<file path="src/rtl/fbs_pkg.sv">
package fbs_pkg;

  typedef enum logic {SQ_IDLE, SQ_RUN} sq_state_e;

  localparam logic [2:0] SEL_BASE  = 3'd0;
  localparam logic [2:0] SEL_LEN   = 3'd1;
  localparam logic [2:0] SEL_PITCH = 3'd2;
  localparam logic [2:0] SEL_LINES = 3'd3;
  localparam logic [2:0] SEL_BUS   = 3'd4;

  // burst size code to beat count
  function automatic logic [4:0] burst_beats(input logic [1:0] code);
    case (code)
      2'd0:    burst_beats = 5'd1;
      2'd1:    burst_beats = 5'd4;
      2'd2:    burst_beats = 5'd8;
      default: burst_beats = 5'd16;
    endcase
  endfunction

endpackage

</file>
<file path="src/rtl/fbs_regs.sv">
module fbs_regs
  import fbs_pkg::*;
#(
  parameter int AW     = 32,
  parameter int LEN_W  = 16,
  parameter int LINE_W = 12,
  parameter int LIMC_W = 4
) (
  input  logic              clk,
  input  logic              rst_n,
  input  logic              we,
  input  logic [2:0]        sel,
  input  logic [31:0]       wd,
  output logic [AW-1:0]     base_o,
  output logic [AW-1:0]     pitch_o,
  output logic [LEN_W-1:0]  len_o,
  output logic [LINE_W-1:0] lines_o,
  output logic [1:0]        bcode_o,
  output logic [LIMC_W-1:0] limc_o
);

  logic              base_en, pitch_en, len_en, lines_en, bus_en;
  logic [LINE_W-1:0] lines_d;

  always_comb begin
    base_en  = we && (sel == SEL_BASE);
    len_en   = we && (sel == SEL_LEN);
    pitch_en = we && (sel == SEL_PITCH);
    lines_en = we && (sel == SEL_LINES);
    bus_en   = we && (sel == SEL_BUS);
    lines_d  = (|wd[31:LINE_W]) ? {LINE_W{1'b1}} : wd[LINE_W-1:0];
  end

  always_ff @(posedge clk or negedge rst_n) begin
    if (!rst_n) begin
      base_o  <= '0;
      pitch_o <= '0;
      len_o   <= '0;
      lines_o <= '0;
      bcode_o <= '0;
      limc_o  <= '0;
    end else begin
      if (base_en)  base_o  <= wd[AW-1:0];
      if (pitch_en) pitch_o <= wd[AW-1:0];
      if (len_en)   len_o   <= wd[LEN_W-1:0];
      if (lines_en) lines_o <= lines_d;
      if (bus_en) begin
        bcode_o <= wd[1:0];
        limc_o  <= wd[8 +: LIMC_W];
      end
    end
  end

endmodule

</file>
<file path="src/rtl/fbs_credit.sv">
module fbs_credit #(
  parameter int OUT_W = 5
) (
  input  logic             clk,
  input  logic             rst_n,
  input  logic             inc,
  input  logic             dec,
  input  logic [OUT_W-1:0] lim,
  output logic             room
);

  logic [OUT_W-1:0] cnt_q, cnt_d;

  always_comb begin
    case ({inc, dec})
      2'b10:   cnt_d = cnt_q + OUT_W'(1);
      2'b01:   cnt_d = cnt_q - OUT_W'(1);
      default: cnt_d = cnt_q;
    endcase
    room = cnt_q < lim;
  end

  always_ff @(posedge clk or negedge rst_n) begin
    if (!rst_n) cnt_q <= '0;
    else        cnt_q <= cnt_d;
  end

endmodule

</file>
<file path="src/rtl/fbs_seq.sv">
module fbs_seq
  import fbs_pkg::*;
#(
  parameter int AW         = 32,
  parameter int LEN_W      = 16,
  parameter int LINE_W     = 12,
  parameter int LIMC_W     = 4,
  parameter int BEAT_BYTES = 8
) (
  input  logic              clk,
  input  logic              rst_n,
  input  logic              frame_start,
  input  logic [AW-1:0]     cfg_base,
  input  logic [AW-1:0]     cfg_pitch,
  input  logic [LEN_W-1:0]  cfg_len,
  input  logic [LINE_W-1:0] cfg_lines,
  input  logic [1:0]        cfg_bcode,
  input  logic [LIMC_W-1:0] cfg_limc,
  input  logic              room,
  input  logic              gnt,
  output logic              req,
  output logic [AW-1:0]     addr,
  output logic [4:0]        beats,
  output logic              accept,
  output logic              frame_end,
  output logic [LIMC_W:0]   lim,
  output logic [4:0]        bmax
);

  localparam int BB_SH  = $clog2(BEAT_BYTES);
  localparam int BEAT_W = LEN_W - BB_SH + 1;

  sq_state_e         st_q, st_d;
  logic [LINE_W-1:0] line_q, line_d, nlines_q, nlines_d;
  logic [AW-1:0]     lstart_q, lstart_d, cur_q, cur_d, pitch_q, pitch_d;
  logic [BEAT_W-1:0] left_q, left_d, lbeats_q, lbeats_d;
  logic [4:0]        bmax_q, bmax_d;
  logic [LIMC_W:0]   lim_q, lim_d;
  logic              eof_q, eof_d;

  logic [LEN_W:0]    len_rnd;
  logic [BEAT_W-1:0] lb_raw, lb;
  logic              last_burst;

  // beats per line, rounded up, never zero
  always_comb begin
    len_rnd = {1'b0, cfg_len} + (LEN_W+1)'(BEAT_BYTES - 1);
    lb_raw  = BEAT_W'(len_rnd >> BB_SH);
    lb      = (lb_raw == '0) ? BEAT_W'(1) : lb_raw;
  end

  always_comb begin
    last_burst = left_q <= BEAT_W'(bmax_q);
    beats      = last_burst ? 5'(left_q) : bmax_q;
    req        = (st_q == SQ_RUN) && room;
    accept     = req && gnt;
    addr       = cur_q;
    frame_end  = eof_q;
    lim        = lim_q;
    bmax       = bmax_q;
  end

  always_comb begin
    st_d     = st_q;
    line_d   = line_q;
    nlines_d = nlines_q;
    lstart_d = lstart_q;
    cur_d    = cur_q;
    pitch_d  = pitch_q;
    left_d   = left_q;
    lbeats_d = lbeats_q;
    bmax_d   = bmax_q;
    lim_d    = lim_q;
    eof_d    = 1'b0;
    case (st_q)
      SQ_IDLE: begin
        if (frame_start) begin
          st_d     = SQ_RUN;
          lstart_d = cfg_base;
          cur_d    = cfg_base;
          pitch_d  = cfg_pitch;
          lbeats_d = lb;
          left_d   = lb;
          nlines_d = cfg_lines;
          line_d   = '0;
          bmax_d   = burst_beats(cfg_bcode);
          lim_d    = {1'b0, cfg_limc} + (LIMC_W+1)'(1);
        end
      end
      SQ_RUN: begin
        if (accept) begin
          if (last_burst) begin
            if (line_q == nlines_q) begin
              st_d  = SQ_IDLE;
              eof_d = 1'b1;
            end else begin
              line_d   = line_q + LINE_W'(1);
              lstart_d = lstart_q + pitch_q;
              cur_d    = lstart_q + pitch_q;
              left_d   = lbeats_q;
            end
          end else begin
            cur_d  = cur_q + (AW'(beats) << BB_SH);
            left_d = left_q - BEAT_W'(beats);
          end
        end
      end
      default: st_d = SQ_IDLE;
    endcase
  end

  always_ff @(posedge clk or negedge rst_n) begin
    if (!rst_n) begin
      st_q     <= SQ_IDLE;
      line_q   <= '0;
      nlines_q <= '0;
      lstart_q <= '0;
      cur_q    <= '0;
      pitch_q  <= '0;
      left_q   <= '0;
      lbeats_q <= '0;
      bmax_q   <= 5'd1;
      lim_q    <= '0;
      eof_q    <= 1'b0;
    end else begin
      st_q     <= st_d;
      line_q   <= line_d;
      nlines_q <= nlines_d;
      lstart_q <= lstart_d;
      cur_q    <= cur_d;
      pitch_q  <= pitch_d;
      left_q   <= left_d;
      lbeats_q <= lbeats_d;
      bmax_q   <= bmax_d;
      lim_q    <= lim_d;
      eof_q    <= eof_d;
    end
  end

endmodule

</file>
<file path="src/rtl/fb_scan_addrgen.sv">
module fb_scan_addrgen
  import fbs_pkg::*;
#(
  parameter int AW         = 32,
  parameter int LEN_W      = 16,
  parameter int LINE_W     = 12,
  parameter int LIMC_W     = 4,
  parameter int BEAT_BYTES = 8
) (
  input  logic          clk,
  input  logic          rst_n,
  input  logic          cfg_we,
  input  logic [2:0]    cfg_sel,
  input  logic [31:0]   cfg_wdata,
  input  logic          frame_start,
  output logic          rd_req,
  output logic [AW-1:0] rd_addr,
  output logic [4:0]    rd_beats,
  input  logic          rd_gnt,
  input  logic          rd_done,
  output logic          frame_end
);

  localparam int OUT_W = LIMC_W + 1;

  logic [AW-1:0]     base_w, pitch_w;
  logic [LEN_W-1:0]  len_w;
  logic [LINE_W-1:0] lines_w;
  logic [1:0]        bcode_w;
  logic [LIMC_W-1:0] limc_w;
  logic [OUT_W-1:0]  lim_w;
  logic [4:0]        bmax_w;
  logic              room_w, acc_w;

  fbs_regs #(.AW(AW), .LEN_W(LEN_W), .LINE_W(LINE_W), .LIMC_W(LIMC_W)) u_regs (
    .clk(clk), .rst_n(rst_n), .we(cfg_we), .sel(cfg_sel), .wd(cfg_wdata),
    .base_o(base_w), .pitch_o(pitch_w), .len_o(len_w), .lines_o(lines_w),
    .bcode_o(bcode_w), .limc_o(limc_w)
  );

  fbs_credit #(.OUT_W(OUT_W)) u_credit (
    .clk(clk), .rst_n(rst_n), .inc(acc_w), .dec(rd_done), .lim(lim_w), .room(room_w)
  );

  fbs_seq #(.AW(AW), .LEN_W(LEN_W), .LINE_W(LINE_W), .LIMC_W(LIMC_W),
            .BEAT_BYTES(BEAT_BYTES)) u_seq (
    .clk(clk), .rst_n(rst_n), .frame_start(frame_start),
    .cfg_base(base_w), .cfg_pitch(pitch_w), .cfg_len(len_w), .cfg_lines(lines_w),
    .cfg_bcode(bcode_w), .cfg_limc(limc_w), .room(room_w), .gnt(rd_gnt),
    .req(rd_req), .addr(rd_addr), .beats(rd_beats), .accept(acc_w),
    .frame_end(frame_end), .lim(lim_w), .bmax(bmax_w)
  );

endmodule

</file>
<file path="config.mk">
export PLATFORM = sky130hd
export DESIGN_NAME = fb_scan_addrgen
export DESIGN_NICKNAME = d
export VERILOG_FILES = /design/src/rtl/fbs_pkg.sv /design/src/rtl/fbs_regs.sv /design/src/rtl/fbs_credit.sv /design/src/rtl/fbs_seq.sv /design/src/rtl/fb_scan_addrgen.sv
export SDC_FILE = /design/constraint.sdc
export NUM_CORES = 1
export LEC_CHECK = 0
export BUFFER_PORTS_ARGS = -buffer_cell sky130_fd_sc_hd__buf_2
export CAP_MARGIN = 0
export CORE_AREA = 3 3 194 244
export CTS_BUF_LIST = sky130_fd_sc_hd__clkbuf_8 sky130_fd_sc_hd__clkbuf_16
export DETAILED_ROUTE_END_ITERATION = 6
export DIE_AREA = 0 0 197 247
export HOLD_SLACK_MARGIN = 0.06
export PLACE_DENSITY = 0.54
export SLEW_MARGIN = 5
export SYNTH_ARGS = -nofsm -noshare
export SYNTH_HDL_FRONTEND = slang
export SYNTH_SLANG_ARGS = --single-unit
export TNS_END_PERCENT = 1
</file>
<file path="constraint.sdc">
create_clock -name clk -period 6.18 [get_ports clk]
set_input_delay 0 -clock clk [delete_from_list [all_inputs] [get_ports clk]]
set_output_delay 0 -clock clk [all_outputs]
set_load 0.03 [all_outputs]
</file>
Word-level counts from Yosys, hierarchy flattened
Cells that the tools add are included.
Word-level totals
  word-level logic and storage cells: 90
  register bits: 263
  input bits: 41
  output and inout port bits: 39
Operators by class
  add/subtract/negate cells: 8
  bitwise logic cells: 1
  reductions and logical operators: 15
  $lt $le $gt $ge: 2
  multiplexer cells: 32
  equal/unequal tests: 14
Operators with widths (count)
  $mux W32: 6
  $pmux W32 S2: 2
  $mux W14: 5
  $mux W12: 5
  $add A32 B32 Y32: 1
  $add A32 B8 Y32: 1
  $pmux W14 S2: 1
  $pmux W12 S2: 1
  $reduce_or A20 Y1: 1
  $add A16 B3 Y17 const B: 1
  $pmux W5 S3: 1
  $le A14 B5 Y1: 1
  $logic_not A14 Y1: 1
  $sub A14 B5 Y14: 1
  $add A12 B1 Y12 const B: 1
  $eq A12 B12 Y1: 1
  $pmux W5 S2: 1
  $mux W1: 8
  $ne A2 B2 Y1 const B: 4
  $logic_and A1 B1 Y1: 7
  $eq A3 B2 Y1 const B: 2
  $add A4 B1 Y5 const B: 1
  $add A5 B1 Y5 const B: 1
  $lt A5 B5 Y1: 1
  other kinds (15): 17

Longest topological paths before layout
  depth in word-level cells: 6
  gate-level depth with buffers: 24
  depth with buffers taken out: 20

Cells and area by module
From an unflattened synthesis, not the netlist that was laid out.
Second synthesis, totals
  cell total of the unflattened synthesis: 1537
  area, all modules: 14461.4 sq um
Modules (own cells, without submodules)
  fbs_seq: seq. area each 3980.1 sq um, instances 1, area each 10128.5 sq um, cells each 1238
  fbs_regs: seq. area each 2452.4 sq um, instances 1, area each 3854.9 sq um, cells each 247
  fbs_credit: seq. area each 125.1 sq um, instances 1, area each 478.0 sq um, cells each 52

Worst setup path before layout
OpenSTA, ideal clock, no wires.
  path kind: reg2reg
  start point: register u_seq.bmax_q[4], in the netlist u_seq.bmax[4]
  end point: register u_seq.cur_q[9], in the netlist u_seq.addr[9]
  buffers on the path: 4
  period minus slack after synthesis: 5.533 ns
  library setup time: 0.133 ns
  required time: 6.047 ns
  data arrival time: 5.400 ns
  stages on the path, launching flop included: 23
  setup slack: 0.647 ns
  cell sequence: dfrtp_1 -> clkbuf_1 -> inv_1 -> ha_1 -> nand2_1 -> o311a_2 -> nor2_2 -> buf_2 -> buf_1 -> clkbuf_1 -> o21ai_0 -> ha_1 -> inv_1 -> fa_1 -> nor2b_1 -> or3_1 -> nand2_1 -> a21oi_2 -> a311o_1 -> maj3_2 -> a211o_1 -> a21oi_1 -> nor3_1
On the way
  word-level cells in the longest chain between the ends: 6
  elaborated cells between the ends (all ways): 8
  those cells by class: 1 x add/sub; 1 x order compare; 1 x eq/ne; 4 x mux; 1 x reduce/logical
RTL lines
  start, declared: RTL line fbs_seq.sv:37  | logic [4:0] bmax_q, bmax_d;
  start signal, assigned: RTL line fbs_seq.sv:134  | bmax_q <= bmax_d;
  $le A14 B5 Y1: RTL line fbs_seq.sv:53  | last_burst = left_q <= BEAT_W'(bmax_q);
  $mux W5: RTL line fbs_seq.sv:54  | beats = last_burst ? 5'(left_q) : bmax_q;
  via rd_beats[0]: RTL line fb_scan_addrgen.sv:18  | output logic [4:0] rd_beats,
  $add A32 B8 Y32: RTL line fbs_seq.sv:103  | cur_d = cur_q + (AW'(beats) << BB_SH);
  $mux W32: RTL line fbs_seq.sv:92  | if (last_burst) begin
  $mux W32: RTL line fbs_seq.sv:91  | if (accept) begin
  $pmux W32 S2: RTL line fbs_seq.sv:75  | case (st_q)
  end signal, assigned: RTL line fbs_seq.sv:130  | cur_q <= cur_d;
  end, declared: RTL line fbs_seq.sv:35  | logic [AW-1:0] lstart_q, lstart_d, cur_q, cur_d, pitch_q, pitch_d;
The timed path passes the listed nets, and every way through them passes these cells. The select of a mux whose other input is x is not followed.
A chain may end at the register's enable or synchronous reset.

Worst setup path in the final report
  start point: register u_seq.bmax_q[4], in the netlist u_seq.bmax[4]
  end point: register u_seq.cur_q[19], in the netlist u_seq.addr[19]
On the way
  word-level cells in the longest chain between the ends: 6
  elaborated cells between the ends (all ways): 8
  those cells by class: 1 x add/sub; 1 x order compare; 1 x eq/ne; 4 x mux; 1 x reduce/logical
RTL lines (RTL line)
  $le A14 B5 Y1: fbs_seq.sv:53
  $mux W5: fbs_seq.sv:54
  $add A32 B8 Y32: fbs_seq.sv:103
  $mux W32: fbs_seq.sv:92
  $mux W32: fbs_seq.sv:91
  $pmux W32 S2: fbs_seq.sv:75
Parallel ways exist; a longest one is shown, timed or not. The select of a mux whose other input is x is not followed.

==> metrics.md <==
| Metric | Value |
|---|---|
| WP data required | about 6.6 ns |
| Post-place setup slack | between 1 and 1.5 ns |
| Root Driver | clkbuf_16 |
| H-tree Lvls | 1 |
| Critical path type | flip-flop to flip-flop |
| Area leader, netlist | dfrtp_1 |
| CORE AREA | around 0.045 mm2 |
| Post-synth EDFFs | 0 |
| Worst Skew | approximately 0.018 ns |
| CTS tree | done |
| Internal reg-to-reg setup slack | approximately 1.2 ns |
| Layout cells sized above 1 | between 10% and 20% |
| CP startpoint | u_seq.bmax[4]$_DFFE_PN0P_ |
| Die H | approximately 250 um |
| WL final | between 40000 and 50000 um |
| Tcrit/Tclk final | between 80% and 90% |
| Cell mode on critical path | nand2_1 |
| # fillers | roughly 4.6k |
| Post-Syn Nets | 1617 |
| Area contributors post-synth | dfrtp_1 (45%), nand2_1 (7.7%), mux2_2 (6.7%) |
| Max Cap Viol | 0 |
| Setup Fix Bufs, Post-CTS | 0 |
| Most frequent cells in the layout | nand2_1 (295), dfrtp_1 (260), o21ai_0 (93) |
| Fin nets | approximately 1.7k |
| GP Congestion | around 0.9 |
| Placed Area | roughly 0.015 mm2 |
| Routed Antenna Nets | 0 |
| CTS sink count | between 200 and 300 |
| Num ports | 80 |
| Sequential area share after synthesis | a little under half |
| Die width | 197 um |
| Worst r2r path cells | 17 |
| Clock Tree Buf Depth | 3 |
| Vias in the first global route | about 12k |
| Largest net degree at the start of global routing | 149 |
| Ys async rst share | 100% |
| Final hold violations | 0 |
| GR Overflow Total | 0 |
| # setup viols final | 0 |
| DRT Pass-1 Iters | 5 |
| Layout overhead on the synthesized area | 16.8% |
| Arr. time, crit path | 5.42 ns |
| Synth Flop Type | dfrtp_1 |
| Worst R2R Start | u_seq.bmax[4]$_DFFE_PN0P_ |
| Post-route cell area | between 0.015 and 0.02 mm2 |
| Area of the multi-input gates | around 0.0075 mm2 |
| Synth top area share | between 40% and 50% |
| Wire length of the first global-routing pass | about 68000 um |
| Mapped Cells | 1523 |
| P_leak | roughly 7.5 nW |
| Setup_tns | 0 ns |
| Synth Area in XOR/XNOR | ~4.3% |
| Final min period | 5.01 ns |
| Iteration-0 DRC Markers | 742 |
| Synth cell types | just under 90 |
| Placed cell count | approximately 2.1k |
| Final Max Slew Viols | 0 |
| Via count | between 10k and 15k |
| Synthesized area per cell | roughly 9.5 um2 |
| Starting Density | approximately a third |
| Clk_lat worst skew | 0.57 ns |
| RSZ-0062 raised after global routing | false |
| Layout Cells excl Fill | 2222 |
| Total GRT Usage | 17.6% |
| Initial antenna violation count | 0 |
| Synthesized area | approximately 0.014 mm2 |
| Synth warnings | 0 |
| Crit-path slowest cell | o311ai_2 |
| PD cells | 349 mW/mm2 |
| I/O Buffers | between 70 and 80 |
| Main combinational cell family by area after synthesis | simple AND/OR/NAND/NOR gates |
| Synth Area in Compound Gates | between 10% and 20% |
| Vias/cell | between 5 and 6 |
| Rel. slew slack | around a quarter |
| Worst path setup slack after routing | about 1.2 ns |
| CTS resizes | 0 |
| Drt drc | 0 |
| CP cell instances | inv_1 -> ha_1 -> nand2_1 -> o311ai_2 -> nand2_1 -> nand2_1 -> o21ai_0 -> ha_1 -> nor2b_1 -> or3_1 -> nand2_1 -> a21oi_2 -> a311oi_2 -> maj3_4 -> nor2_1 -> a2111oi_0 -> nor4_1 |
| HPWL after detailed placement | just over 30000 um |
| DR WL/cell | a little under 20 um |
| Run status | complete, no violations |
| Simple-gate share of the synthesized area | 17.9% |
| Commonest non-fill, non-tap cell in the layout | nand2_1 |
| Multiplexer share of the synthesized area | 7.35% |
| Worst Setup EP | u_seq.addr[19]$_DFFE_PN0P_ |
| Post-Synth Adder-Cell Area | under 10% |
| Num CTS Buffers | 29 |
| Register clock-pin slew on the reported worst setup and hold paths | 0.06 ns |
| Slew @ Worst Pin | ~1.1 ns |
| CP peak stage delay | between 0.5 and 0.6 ns |
| Max Fclk | about 0.20 GHz |
| Worst Setup Start Kind | flip-flop |
| # rows | 87 |
| FF-to-FF End | u_seq.addr[19]$_DFFE_PN0P_ |
| Hold crit path type | input pin to asynchronous set/reset pin |
| Seq. cell area | about 0.0066 mm2 |
| Worst-path fanout max | 13 |
| Antenna diode count | 0 |
| Synth Register Bits | around 260 |
| Hold WS | 0.0769 ns |
| VDD IR max | between 0.2 and 0.25 mV |
| Worst Setup End Kind | flip-flop |
| Die Area | between 0.04 and 0.05 mm2 |
report_power, final:
group	leakage [nW]	total [mW]	switching, mW	internal, mW
Clock	0.483	1.80	0.765	1.04
Combinational	3.73	1.69	0.999	0.694
Sequential	3.26	2.37	0.328	2.04
Total	7.47	5.86	2.09	3.77
repair_timing:
item	CTS	global route
hold buffers	40	0
hold endpoints to repair	245	0
endpoints found under the setup margin	0	0
worst max-delay path, delay by kind of cell (launching register included):
kind            cells  cell delay [ns]
compound gates      5             1.52
fa+ha+maj           3             1.06
buf+inv             1             0.17
flops               1             0.56
simple gates        8             1.54
registers in the layout, indices dropped and copies added (netlist names), 5 cells and up:
| signal | flops |
|---|---|
| u_regs.lines_o | 12 |
| u_seq.lbeats_q | 14 |
| u_seq.addr | 32 |
| u_regs.pitch_o | 32 |
| u_credit.cnt_q | 5 |
| u_seq.nlines_q | 12 |
| u_seq.lim | 5 |
| u_seq.left_q | 14 |
| u_regs.base_o | 32 |
| u_regs.len_o | 16 |
| u_seq.lstart_q | 32 |
| u_seq.pitch_q | 32 |
| u_seq.line_q | 12 |
cell type report:
| class | count | area share [%] |
|---|---|---|
| clock buffer | 33 | 4.64 |
| tap | 578 | 4.30 |
| sequential | 262 | 39.0 |
| clock inverter | 20 | 1.23 |
| timing repair buffer | 139 | 5.76 |
| multi-input combinational | 1155 | 44.3 |
| inverter | 35 | 0.781 |
logic make-up after synthesis:
logic type,count (synthesis)
muxes,95
buffers and inverters,106
AOI/OAI and AO/OA,367
DFF,262
and+or+nand+nor,565
adders and majority gates,57
xor gates and xnor gates,71
metal layers:
layer | global-route usage (%) | vias up | routed length (um)
li1 | - | 5645 | -
met1 | 23.6 | 5826 | 19400
met2 | 29.8 | 282 | 20700
met3 | 2.15 | 66 | 1980
met4 | 5.58 | 0 | 1270
met5 | 0 | - | 0
metrics by stage:
step / utilization (%) / power (mW)
6_report: 37.3 / 5.86
5_1_grt: 37.3 / 6.20
4_1_cts: 37.3 / 5.91
3_5_place_dp: 34.2 / 4.07
3_3_place_gp: 34.2 / 4.03
2_1_floorplan: - / 3.52
worst min-delay path by stage:
stage,start,endpoint,slack [ns],cells after the start
after global placement,rst_n,u_seq.line_q[11]$_DFFE_PN0P_,0.13,1
after global routing,rst_n,u_seq.line_q[10]$_DFFE_PN0P_,0.17,2
after CTS,rst_n,u_credit.cnt_q[4]$_DFFE_PN0P_,0.12,2
after floorplan,rst_n,u_credit.cnt_q[0]$_DFFE_PN0P_,-0.30,0
after detailed placement,rst_n,u_seq.line_q[10]$_DFFE_PN0P_,0.13,1
final,rst_n,u_seq.line_q[10]$_DFFE_PN0P_,0.08,2
Yosys cell counts, drive strengths merged (7+ instances only):
cell type and count:
mux2i 9, o21a 17, a211oi 18, o211ai 17, nand2 296, ha 50, nor3 24, dfrtp 261
a31oi 12, or3 10, nor2 86, a211o 7, nor2b 17, inv 34, a21o 19, nor4 18
o31ai 8, nand3 40, xnor2 44, nand2b 9, o22ai 7, o22a 15, buf 16, a21oi 91
mux2 86, nand4 21, xor2 27, clkbuf 55, and3 17, o21ai 94
Note: power is estimated with default switching activity, not from simulation.
